[src/rtl/mct_pkg.sv]
`timescale 1ns/1ps
package mct_pkg;
   // fixed word indices at the low end of the map
   localparam int IDX_IRQ    = 0;
   localparam int IDX_CTRL   = 1;
   localparam int IDX_COUNT  = 2;
   localparam int IDX_PSC    = 3;
   localparam int IDX_PSCNT  = 4;
   localparam int IDX_MCTL   = 5;
   localparam int IDX_MATCH0 = 6;

   typedef enum logic [1:0] {
      EXT_KEEP = 2'd0,
      EXT_LOW  = 2'd1,
      EXT_HIGH = 2'd2,
      EXT_FLIP = 2'd3
   } ext_act_e;

   typedef enum logic [1:0] {
      SRC_CLK  = 2'd0,
      SRC_RISE = 2'd1,
      SRC_FALL = 2'd2,
      SRC_BOTH = 2'd3
   } cnt_src_e;

   typedef struct packed {
      logic stop;
      logic clr;
      logic irq;
   } match_ctl_t;
endpackage

[src/rtl/mct_edge_sync.sv]
`timescale 1ns/1ps
module mct_edge_sync #(
   parameter int STAGES = 2
)(
   input  logic clk,
   input  logic rst_n,
   input  logic din,
   output logic rise,
   output logic fall
);
   if (STAGES < 2) begin : g_bad_stages
      $error("mct_edge_sync: STAGES must be at least 2");
   end

   logic [STAGES:0] sh_q;

   always_ff @(posedge clk or negedge rst_n) begin
      if (!rst_n) sh_q <= '0;
      else        sh_q <= {sh_q[STAGES-1:0], din};
   end

   assign rise =  sh_q[STAGES-1] & ~sh_q[STAGES];
   assign fall = ~sh_q[STAGES-1] &  sh_q[STAGES];
endmodule

[src/rtl/mct_prescale.sv]
`timescale 1ns/1ps
module mct_prescale #(
   parameter int W = 32
)(
   input  logic         clk,
   input  logic         rst_n,
   input  logic         run,
   input  logic         hold,
   input  logic [W-1:0] limit,
   output logic [W-1:0] count,
   output logic         wrap
);
   // >= so that lowering the limit below the current count wraps at once
   assign wrap = run & ~hold & (count >= limit);

   always_ff @(posedge clk or negedge rst_n) begin
      if (!rst_n)       count <= '0;
      else if (hold)    count <= '0;
      else if (wrap)    count <= '0;
      else if (run)     count <= count + W'(1);
   end
endmodule

[src/rtl/mct_match_slot.sv]
`timescale 1ns/1ps
module mct_match_slot
   import mct_pkg::*;
#(
   parameter int W = 32
)(
   input  logic         tick,
   input  logic [W-1:0] count,
   input  logic [W-1:0] limit,
   input  match_ctl_t   ctl,
   input  ext_act_e     ext_act,
   input  logic         lvl,
   output logic         evt,
   output logic         irq_set,
   output logic         clr_req,
   output logic         stop_req,
   output logic         lvl_nxt
);
   assign evt      = tick & (count == limit);
   assign irq_set  = evt & ctl.irq;
   assign clr_req  = evt & ctl.clr;
   assign stop_req = evt & ctl.stop;

   always_comb begin
      lvl_nxt = lvl;
      if (evt) begin
         case (ext_act)
            EXT_LOW:  lvl_nxt = 1'b0;
            EXT_HIGH: lvl_nxt = 1'b1;
            EXT_FLIP: lvl_nxt = ~lvl;
            default:  lvl_nxt = lvl;
         endcase
      end
   end
endmodule

[src/rtl/mct_timer.sv]
`timescale 1ns/1ps
module mct_timer
   import mct_pkg::*;
#(
   parameter int CNT_W       = 32,
   parameter int N_MATCH     = 4,
   parameter int N_CAP       = 2,
   parameter int SYNC_STAGES = 2,
   parameter int BUS_W       = 32,
   parameter int ADDR_W      = 5
)(
   input  logic               clk,
   input  logic               rst_n,
   input  logic               bus_valid,
   output logic               bus_ready,
   input  logic               bus_write,
   input  logic [ADDR_W-1:0]  bus_addr,
   input  logic [BUS_W-1:0]   bus_wdata,
   output logic               bus_rvalid,
   output logic [BUS_W-1:0]   bus_rdata,
   input  logic [N_CAP-1:0]   cap_in,
   output logic [N_MATCH-1:0] ext_out,
   output logic               irq
);
   localparam int N_SRC       = N_MATCH + N_CAP;
   localparam int SEL_W       = (N_CAP > 1) ? $clog2(N_CAP) : 1;
   localparam int IDX_CCTL    = IDX_MATCH0 + N_MATCH;
   localparam int IDX_CAP0    = IDX_CCTL + 1;
   localparam int IDX_EXT     = IDX_CAP0 + N_CAP;
   localparam int IDX_MODE    = IDX_EXT + 1;
   localparam int EXT_ACT_LSB = N_MATCH;

   if (CNT_W < 1 || CNT_W > BUS_W) begin : g_bad_cnt
      $error("mct_timer: CNT_W must be 1..BUS_W");
   end
   if (N_MATCH < 1 || 3 * N_MATCH > BUS_W) begin : g_bad_match
      $error("mct_timer: N_MATCH fields do not fit the bus word");
   end
   if (N_CAP < 1 || 3 * N_CAP > BUS_W) begin : g_bad_cap
      $error("mct_timer: N_CAP fields do not fit the bus word");
   end
   if (N_SRC > BUS_W || 2 + SEL_W > BUS_W) begin : g_bad_src
      $error("mct_timer: flag or source word too wide");
   end
   if (IDX_MODE >= (1 << ADDR_W)) begin : g_bad_addr
      $error("mct_timer: ADDR_W too small for the word map");
   end

   // ---------------- register state ----------------
   logic                     en_q, hold_q;
   logic [CNT_W-1:0]         count_q;
   logic [CNT_W-1:0]         psc_q;
   logic [3*N_MATCH-1:0]     mctl_q;
   logic [CNT_W-1:0]         match_q [N_MATCH];
   logic [3*N_CAP-1:0]       cctl_q;
   logic [CNT_W-1:0]         cap_q   [N_CAP];
   logic [2*N_MATCH-1:0]     ext_act_q;
   logic [N_MATCH-1:0]       ext_lvl_q;
   cnt_src_e                 mode_q;
   logic [SEL_W-1:0]         sel_q;
   logic [N_SRC-1:0]         flags_q;

   // ---------------- write strobes ----------------
   logic wr_en, rd_en;
   logic wr_irq, wr_ctrl, wr_psc, wr_mctl, wr_cctl, wr_ext, wr_mode;

   assign bus_ready = 1'b1;
   assign wr_en   = bus_valid &  bus_write;
   assign rd_en   = bus_valid & ~bus_write;
   assign wr_irq  = wr_en && (bus_addr == ADDR_W'(IDX_IRQ));
   assign wr_ctrl = wr_en && (bus_addr == ADDR_W'(IDX_CTRL));
   assign wr_psc  = wr_en && (bus_addr == ADDR_W'(IDX_PSC));
   assign wr_mctl = wr_en && (bus_addr == ADDR_W'(IDX_MCTL));
   assign wr_cctl = wr_en && (bus_addr == ADDR_W'(IDX_CCTL));
   assign wr_ext  = wr_en && (bus_addr == ADDR_W'(IDX_EXT));
   assign wr_mode = wr_en && (bus_addr == ADDR_W'(IDX_MODE));

   // ---------------- input edges ----------------
   logic [N_CAP-1:0] cap_rise, cap_fall, cap_evt, cap_irq;
   logic             sel_rise, sel_fall;

   for (genvar c = 0; c < N_CAP; c++) begin : g_cap
      mct_edge_sync #(.STAGES(SYNC_STAGES)) u_sync (
         .clk  (clk),
         .rst_n(rst_n),
         .din  (cap_in[c]),
         .rise (cap_rise[c]),
         .fall (cap_fall[c])
      );
      assign cap_evt[c] = (cctl_q[3*c]   & cap_rise[c]) |
                          (cctl_q[3*c+1] & cap_fall[c]);
      assign cap_irq[c] = cap_evt[c] & cctl_q[3*c+2];

      always_ff @(posedge clk or negedge rst_n) begin
         if (!rst_n)          cap_q[c] <= '0;
         else if (cap_evt[c]) cap_q[c] <= count_q;
      end
   end

   always_comb begin
      sel_rise = 1'b0;
      sel_fall = 1'b0;
      for (int k = 0; k < N_CAP; k++) begin
         if (sel_q == SEL_W'(k)) begin
            sel_rise = cap_rise[k];
            sel_fall = cap_fall[k];
         end
      end
   end

   // ---------------- tick source ----------------
   logic run, psc_wrap, tick;
   logic [CNT_W-1:0] pscnt;

   assign run = en_q & ~hold_q;

   mct_prescale #(.W(CNT_W)) u_psc (
      .clk  (clk),
      .rst_n(rst_n),
      .run  (en_q && (mode_q == SRC_CLK)),
      .hold (hold_q),
      .limit(psc_q),
      .count(pscnt),
      .wrap (psc_wrap)
   );

   always_comb begin
      case (mode_q)
         SRC_CLK:  tick = psc_wrap;
         SRC_RISE: tick = run & sel_rise;
         SRC_FALL: tick = run & sel_fall;
         default:  tick = run & (sel_rise | sel_fall);
      endcase
   end

   // ---------------- compare slots ----------------
   logic [N_MATCH-1:0] m_evt, m_irq, m_clr, m_stop, m_lvl;
   logic               clr_any, stop_any;

   for (genvar m = 0; m < N_MATCH; m++) begin : g_match
      mct_match_slot #(.W(CNT_W)) u_slot (
         .tick    (tick),
         .count   (count_q),
         .limit   (match_q[m]),
         .ctl     (match_ctl_t'(mctl_q[3*m +: 3])),
         .ext_act (ext_act_e'(ext_act_q[2*m +: 2])),
         .lvl     (ext_lvl_q[m]),
         .evt     (m_evt[m]),
         .irq_set (m_irq[m]),
         .clr_req (m_clr[m]),
         .stop_req(m_stop[m]),
         .lvl_nxt (m_lvl[m])
      );

      always_ff @(posedge clk or negedge rst_n) begin
         if (!rst_n)
            match_q[m] <= '0;
         else if (wr_en && (bus_addr == ADDR_W'(IDX_MATCH0 + m)))
            match_q[m] <= bus_wdata[CNT_W-1:0];
      end
   end

   assign clr_any  = |m_clr;
   assign stop_any = |m_stop;

   // ---------------- counter and control ----------------
   always_ff @(posedge clk or negedge rst_n) begin
      if (!rst_n) begin
         count_q <= '0;
      end else if (hold_q) begin
         count_q <= '0;
      end else if (tick) begin
         if (clr_any)        count_q <= '0;
         else if (!stop_any) count_q <= count_q + CNT_W'(1);
      end
   end

   always_ff @(posedge clk or negedge rst_n) begin
      if (!rst_n) begin
         en_q      <= 1'b0;
         hold_q    <= 1'b0;
         psc_q     <= '0;
         mctl_q    <= '0;
         cctl_q    <= '0;
         ext_act_q <= '0;
         ext_lvl_q <= '0;
         mode_q    <= SRC_CLK;
         sel_q     <= '0;
         flags_q   <= '0;
      end else begin
         if (wr_ctrl) begin
            en_q   <= bus_wdata[0];
            hold_q <= bus_wdata[1];
         end
         if (stop_any) en_q <= 1'b0;
         if (wr_psc)  psc_q  <= bus_wdata[CNT_W-1:0];
         if (wr_mctl) mctl_q <= bus_wdata[3*N_MATCH-1:0];
         if (wr_cctl) cctl_q <= bus_wdata[3*N_CAP-1:0];
         if (wr_mode) begin
            mode_q <= cnt_src_e'(bus_wdata[1:0]);
            sel_q  <= bus_wdata[2 +: SEL_W];
         end
         if (wr_ext) begin
            ext_lvl_q <= bus_wdata[N_MATCH-1:0];
            ext_act_q <= bus_wdata[EXT_ACT_LSB +: 2*N_MATCH];
         end else begin
            ext_lvl_q <= m_lvl;
         end
         // set wins over a same-cycle clear
         flags_q <= (flags_q & ~(wr_irq ? bus_wdata[N_SRC-1:0] : '0))
                    | {cap_irq, m_irq};
      end
   end

   assign ext_out = ext_lvl_q;
   assign irq     = |flags_q;

   // ---------------- read path ----------------
   logic [BUS_W-1:0] rd_mux;

   always_comb begin
      rd_mux = '0;
      if (bus_addr == ADDR_W'(IDX_IRQ))   rd_mux[N_SRC-1:0]     = flags_q;
      if (bus_addr == ADDR_W'(IDX_CTRL))  rd_mux[1:0]           = {hold_q, en_q};
      if (bus_addr == ADDR_W'(IDX_COUNT)) rd_mux[CNT_W-1:0]     = count_q;
      if (bus_addr == ADDR_W'(IDX_PSC))   rd_mux[CNT_W-1:0]     = psc_q;
      if (bus_addr == ADDR_W'(IDX_PSCNT)) rd_mux[CNT_W-1:0]     = pscnt;
      if (bus_addr == ADDR_W'(IDX_MCTL))  rd_mux[3*N_MATCH-1:0] = mctl_q;
      if (bus_addr == ADDR_W'(IDX_CCTL))  rd_mux[3*N_CAP-1:0]   = cctl_q;
      if (bus_addr == ADDR_W'(IDX_EXT)) begin
         rd_mux[N_MATCH-1:0]               = ext_lvl_q;
         rd_mux[EXT_ACT_LSB +: 2*N_MATCH]  = ext_act_q;
      end
      if (bus_addr == ADDR_W'(IDX_MODE)) begin
         rd_mux[1:0]       = mode_q;
         rd_mux[2 +: SEL_W] = sel_q;
      end
      for (int k = 0; k < N_MATCH; k++)
         if (bus_addr == ADDR_W'(IDX_MATCH0 + k)) rd_mux[CNT_W-1:0] = match_q[k];
      for (int k = 0; k < N_CAP; k++)
         if (bus_addr == ADDR_W'(IDX_CAP0 + k))   rd_mux[CNT_W-1:0] = cap_q[k];
   end

   always_ff @(posedge clk or negedge rst_n) begin
      if (!rst_n) begin
         bus_rvalid <= 1'b0;
         bus_rdata  <= '0;
      end else begin
         bus_rvalid <= rd_en;
         if (rd_en) bus_rdata <= rd_mux;
      end
   end
endmodule

[config.mk]
export PLATFORM = sky130hd
export DESIGN_NAME = mct_timer
export DESIGN_NICKNAME = d
export VERILOG_FILES = /design/src/rtl/mct_pkg.sv /design/src/rtl/mct_edge_sync.sv /design/src/rtl/mct_prescale.sv /design/src/rtl/mct_match_slot.sv /design/src/rtl/mct_timer.sv
export SDC_FILE = /design/constraint.sdc
export NUM_CORES = 1
export LEC_CHECK = 0
export ABC_AREA = 0
export BUFFER_PORTS_ARGS = -buffer_cell sky130_fd_sc_hd__buf_2
export CORE_UTILIZATION = 49
export DETAILED_ROUTE_END_ITERATION = 7
export PLACE_DENSITY = 0.73
export SYNTH_ARGS = -nofsm -noshare
export SYNTH_HDL_FRONTEND = slang
export SYNTH_SLANG_ARGS = --single-unit
[constraint.sdc]
create_clock -name clk -period 2.57 [get_ports clk]
set_input_delay 0.257 -clock clk [delete_from_list [all_inputs] [get_ports clk]]
set_output_delay 0.257 -clock clk [all_outputs]
set_load 0.05 [all_outputs]
==> flow_results.xml <==
<?xml version="1.0" encoding="UTF-8"?>
<metrics>
  <group name="status">
    <metric name="outcome" unit="">finished, violations left</metric>
    <metric name="violations_in_the_final_reports" unit="">negative setup slack</metric>
  </group>
  <group name="worst_setup_path">
    <metric name="launching_point_of_the_worst_reg2reg_path" unit="">count_q[20]</metric>
    <metric name="critPathMaxFanout" unit="">12</metric>
    <metric name="cp_cell_sequence" unit="">xnor2_1 &gt; nand4_1 &gt; nor4_2 &gt; buf_4 &gt; nand3_1 &gt; nand4_1 &gt; buf_6 &gt; a211oi_4 &gt; buf_6 &gt; buf_4 &gt; buf_16 &gt; a221o_1</metric>
    <metric name="timing.critical_path.arrival" unit="ns">3.27</metric>
    <metric name="critical-path-slowest-cell" unit="">dfrtp_1</metric>
    <metric name="timing.critical_path.to_type" unit="">register</metric>
    <metric name="critPathKind" unit="">register to register</metric>
    <metric name="critical_path.startpoint_type" unit="">register</metric>
    <metric name="timing.critical_path.required" unit="ns">3.04</metric>
    <metric name="critPathLaunch" unit="">count_q[20]</metric>
    <metric name="critical-path-max-stage-delay" unit="ns">0.49</metric>
  </group>
  <group name="sta">
    <metric name="relSlewSlack" unit="%">51.31</metric>
    <metric name="max_freq" unit="GHz">0.3578</metric>
    <metric name="final.setup.worst_slack" unit="ns">-0.2252</metric>
    <metric name="grt_setup_unrepaired" unit="">true</metric>
    <metric name="period_minus_slack" unit="ns">2.795</metric>
    <metric name="final-max-slew-violation-count" unit="">0</metric>
    <metric name="final-hold-violation-count" unit="">0</metric>
    <metric name="post-route-period-util" unit="%">108.8</metric>
    <metric name="final.setup_skew" unit="ns">0.02859</metric>
    <metric name="final-setup-viol-count" unit="">57</metric>
    <metric name="tightest_slew" unit="ns">0.7296</metric>
  </group>
  <group name="finish">
    <metric name="finish.cell_count_without_fillers" unit="">2764</metric>
    <metric name="antenna-diode-count" unit="">0</metric>
    <metric name="post_route_cells_drive_above_1_share" unit="%">40.20</metric>
    <metric name="flow.area_growth_from_synthesis" unit="%">30.22</metric>
    <metric name="design.final.nets" unit="">2297</metric>
    <metric name="commonest_non_fill_non_tap_cell_in_the_layout" unit="">dfrtp_1</metric>
    <metric name="most_frequent_cells_in_the_layout" unit="">353 x dfrtp_1, 330 x buf_4, 254 x mux2_2, 118 x nand2_1, 109 x xnor2_1</metric>
  </group>
  <group name="min_path">
    <metric name="holdCritPathClass" unit="">input pin to register</metric>
    <metric name="hold_path_startpoint" unit="">bus_wdata[28]</metric>
  </group>
  <group name="routing">
    <metric name="dr.pass1.iters" unit="">5</metric>
    <metric name="drt_drc_violations_left" unit="">0</metric>
    <metric name="wire_per_inst" unit="um">25.02</metric>
    <metric name="routed_wl" unit="um">69170</metric>
    <metric name="via_count" unit="">17117</metric>
    <metric name="via_per_inst" unit="">6.193</metric>
    <metric name="final_antenna_net_count" unit="">0</metric>
    <metric name="detail_route.iter0.violations" unit="">1792</metric>
  </group>
  <group name="floorplan">
    <metric name="floorplan.core_area" unit="um2">39010</metric>
    <metric name="die-height" unit="um">201.7</metric>
    <metric name="std_cell_rows" unit="">72</metric>
    <metric name="start_util" unit="%">50.07</metric>
    <metric name="design.die.area" unit="um2">40660</metric>
    <metric name="die_width" unit="um">201.7</metric>
    <metric name="design.portCount" unit="">82</metric>
  </group>
  <group name="yosys">
    <metric name="synthCells" unit="">1842</metric>
    <metric name="number_of_synthesized_flops_with_an_enable_pin" unit="">0</metric>
    <metric name="mappedNetlistNets" unit="">1922</metric>
    <metric name="syn-cell-area" unit="um2">19530</metric>
    <metric name="synth_async_sr_flop_share" unit="%">100.0</metric>
    <metric name="synth_warnings" unit="">0</metric>
    <metric name="dominantRegCellSynth" unit="">dfrtp_1</metric>
    <metric name="seq_area_frac_synth" unit="%">47.15</metric>
    <metric name="syn_avg_cell_area" unit="um2">10.60</metric>
    <metric name="synth_seq_cells" unit="">368</metric>
    <metric name="ys_types" unit="">61</metric>
  </group>
  <group name="global_route">
    <metric name="grt_use_total" unit="%">33.98</metric>
    <metric name="grt_max_degree" unit="">75</metric>
    <metric name="globalRouteOverflowTotal" unit="">0</metric>
    <metric name="grt_first_pass_wirelength" unit="um">104100</metric>
    <metric name="grt_antenna_before_repair" unit="">1</metric>
    <metric name="first_global_vias" unit="">16954</metric>
  </group>
  <group name="cts">
    <metric name="clk_latency" unit="ns">0.59</metric>
    <metric name="cts_tree" unit="">built</metric>
    <metric name="cts.sink_count" unit="">368</metric>
    <metric name="ctsLongestPathBuffers" unit="">3</metric>
    <metric name="cts_root_buffer" unit="">clkbuf_16</metric>
    <metric name="cts_buffers" unit="">41</metric>
    <metric name="htreeDepth" unit="">2</metric>
    <metric name="clkTransAtPathRegs" unit="ns">0.07</metric>
  </group>
  <group name="place">
    <metric name="port_buffers" unit="">80</metric>
    <metric name="place_ws" unit="ns">-0.3028</metric>
    <metric name="numPlacedInstances" unit="">2658</metric>
    <metric name="gpl.final_weighted_congestion" unit="">1.037</metric>
    <metric name="dp.final_hpwl" unit="um">50310</metric>
  </group>
  <group name="run">
    <metric name="cap_viol_max_count" unit="">0</metric>
  </group>
  <group name="power">
    <metric name="pwr_density_cell" unit="nW/um2">633.4</metric>
    <metric name="power_leakage" unit="uW">0.01176</metric>
    <metric name="peakVddDrop" unit="mV">0.5301</metric>
  </group>
</metrics>
[registers in the layout (all words and copies together), names as in the netlist]
name               flops
bus_rvalid             1
mode_q                 2
ext_act_q              8
cap_q                 64
g_cap.u_sync.sh_q      6
match_q              128
bus_rdata             32
en_q                   1
sel_q                  1
count_q               32
u_psc.count           32
hold_q                 1
ext_out                4
mctl_q                12
psc_q                 32
flags_q                6
cctl_q                 6
[layer usage]
metal / wire, um / vias to the layer above / global-route usage (%) / share of wire [%]
met1: 27720 / 8590 / 45.22 / 40
met2: 32090 / 836 / 54.00 / 46
met3: 5708 / 198 / 5.604 / 8.3
met4: 3632 / 2 / 16.50 / 5.3
li1: - / 7491 / - / -
met5: 9 / - / 0 / 0.013
[layout make-up]
class	count	area [um2]
multi-input combinational	1284	10210
fill	2990	13570
clock inverter	13	143.9
tap	518	648.1
inverter	61	229.0
timing repair buffer	461	3736
sequential	368	9228
clock buffer	59	1236
[critical path: cells and delay by family, from the launching register on]
kind                   cells  cell delay, ns
AND/OR/NAND/NOR            4            0.69
XOR/XNOR                   1            0.39
AO/OA/AOI/OAI              2            0.36
buffers and inverters      5            0.73
flip-flops                 1            0.49
[where the power goes]
group,total (uW),leakage [uW],internal (uW),switching [uW]
Combinational,3190,0.00614,1480,1720
Clock,6080,0.000691,3630,2450
Sequential,6830,0.00494,6290,540
[synthesized netlist by cell type, types with 3 or more instances]
cell	instances	area share, %
a211o_1	4	0.18
ha_1	37	2.4
a31oi_1	9	0.29
nor3b_1	6	0.23
or3_1	23	0.74
mux2_2	254	15
and3_1	28	0.90
nor3_1	20	0.51
and2_1	9	0.29
dfrtp_1	368	47
nor2b_1	3	0.096
nor2_1	74	1.4
and4_1	3	0.13
a22oi_1	44	1.7
o2bb2ai_1	4	0.18
a21oi_1	90	2.3
or2_2	6	0.19
a221oi_1	30	1.3
nand3b_1	14	0.54
mux2_1	5	0.29
o22ai_1	4	0.13
o21ai_0	115	2.9
nand2_1	118	2.3
mux2i_1	13	0.67
buf_2	35	0.90
nand2b_1	11	0.35
a21o_1	17	0.65
a22o_1	10	0.45
clkbuf_1	77	1.5
nand3_1	65	1.7
buf_4	5	0.19
nor4_1	14	0.45
a222oi_1	26	1.3
a41oi_1	3	0.13
a31o_2	4	0.18
xnor2_1	128	5.7
nand4_1	47	1.5
buf_1	13	0.25
inv_1	61	1.2
a211oi_1	4	0.15
a221o_1	13	0.67
[cells by family after synthesis]
family	share of synthesized area, %
muxes	15.60
xor gates and xnor gates	5.740
adders and majority gates	2.370
DFF	47.15
AOI/OAI and AO/OA	13.37
and+or+nand+nor	11.77
buffers and inverters	3.991
other	0.01920
[what timing repair did]
action,CTS,global route
endpoints found under the hold margin,60,0
gates cloned,1,8
gates resized for setup,73,93
setup endpoints to repair,59,68
hold buffers,6,0
buffers inserted,12,11
pin swaps,14,50
[worst paths after layout]
kind,endpoint,slack (ns),depth (start not counted)
max,count_q[18],-0.23,12
min,match_q[92],0.02,2
max reg2reg,count_q[18],-0.23,12
min reg2reg,g_cap[1].u_sync.sh_q[1],0.35,0
max in group asynchronous,cap_q[12],1.48,3
min in group asynchronous,psc_q[4],0.24,2
[metrics by stage]
step	cell area [um2]	hold WS, ns	TNS [ns]	total power, uW	util [%]
6_report	25440	0.01622	-6.806	16110	65.21
5_1_grt	25440	0.02227	-12.99	16650	65.21
4_1_cts	24870	0.003413	-3.010	15960	63.76
3_5_place_dp	22980	0.2580	-8.875	9772	58.90
3_3_place_gp	22980	0.2567	-8.046	9689	58.90
2_1_floorplan	19580	-0.03859	-0.04608	8274	-
No activity file was read; power rests on OpenSTA's default activity.
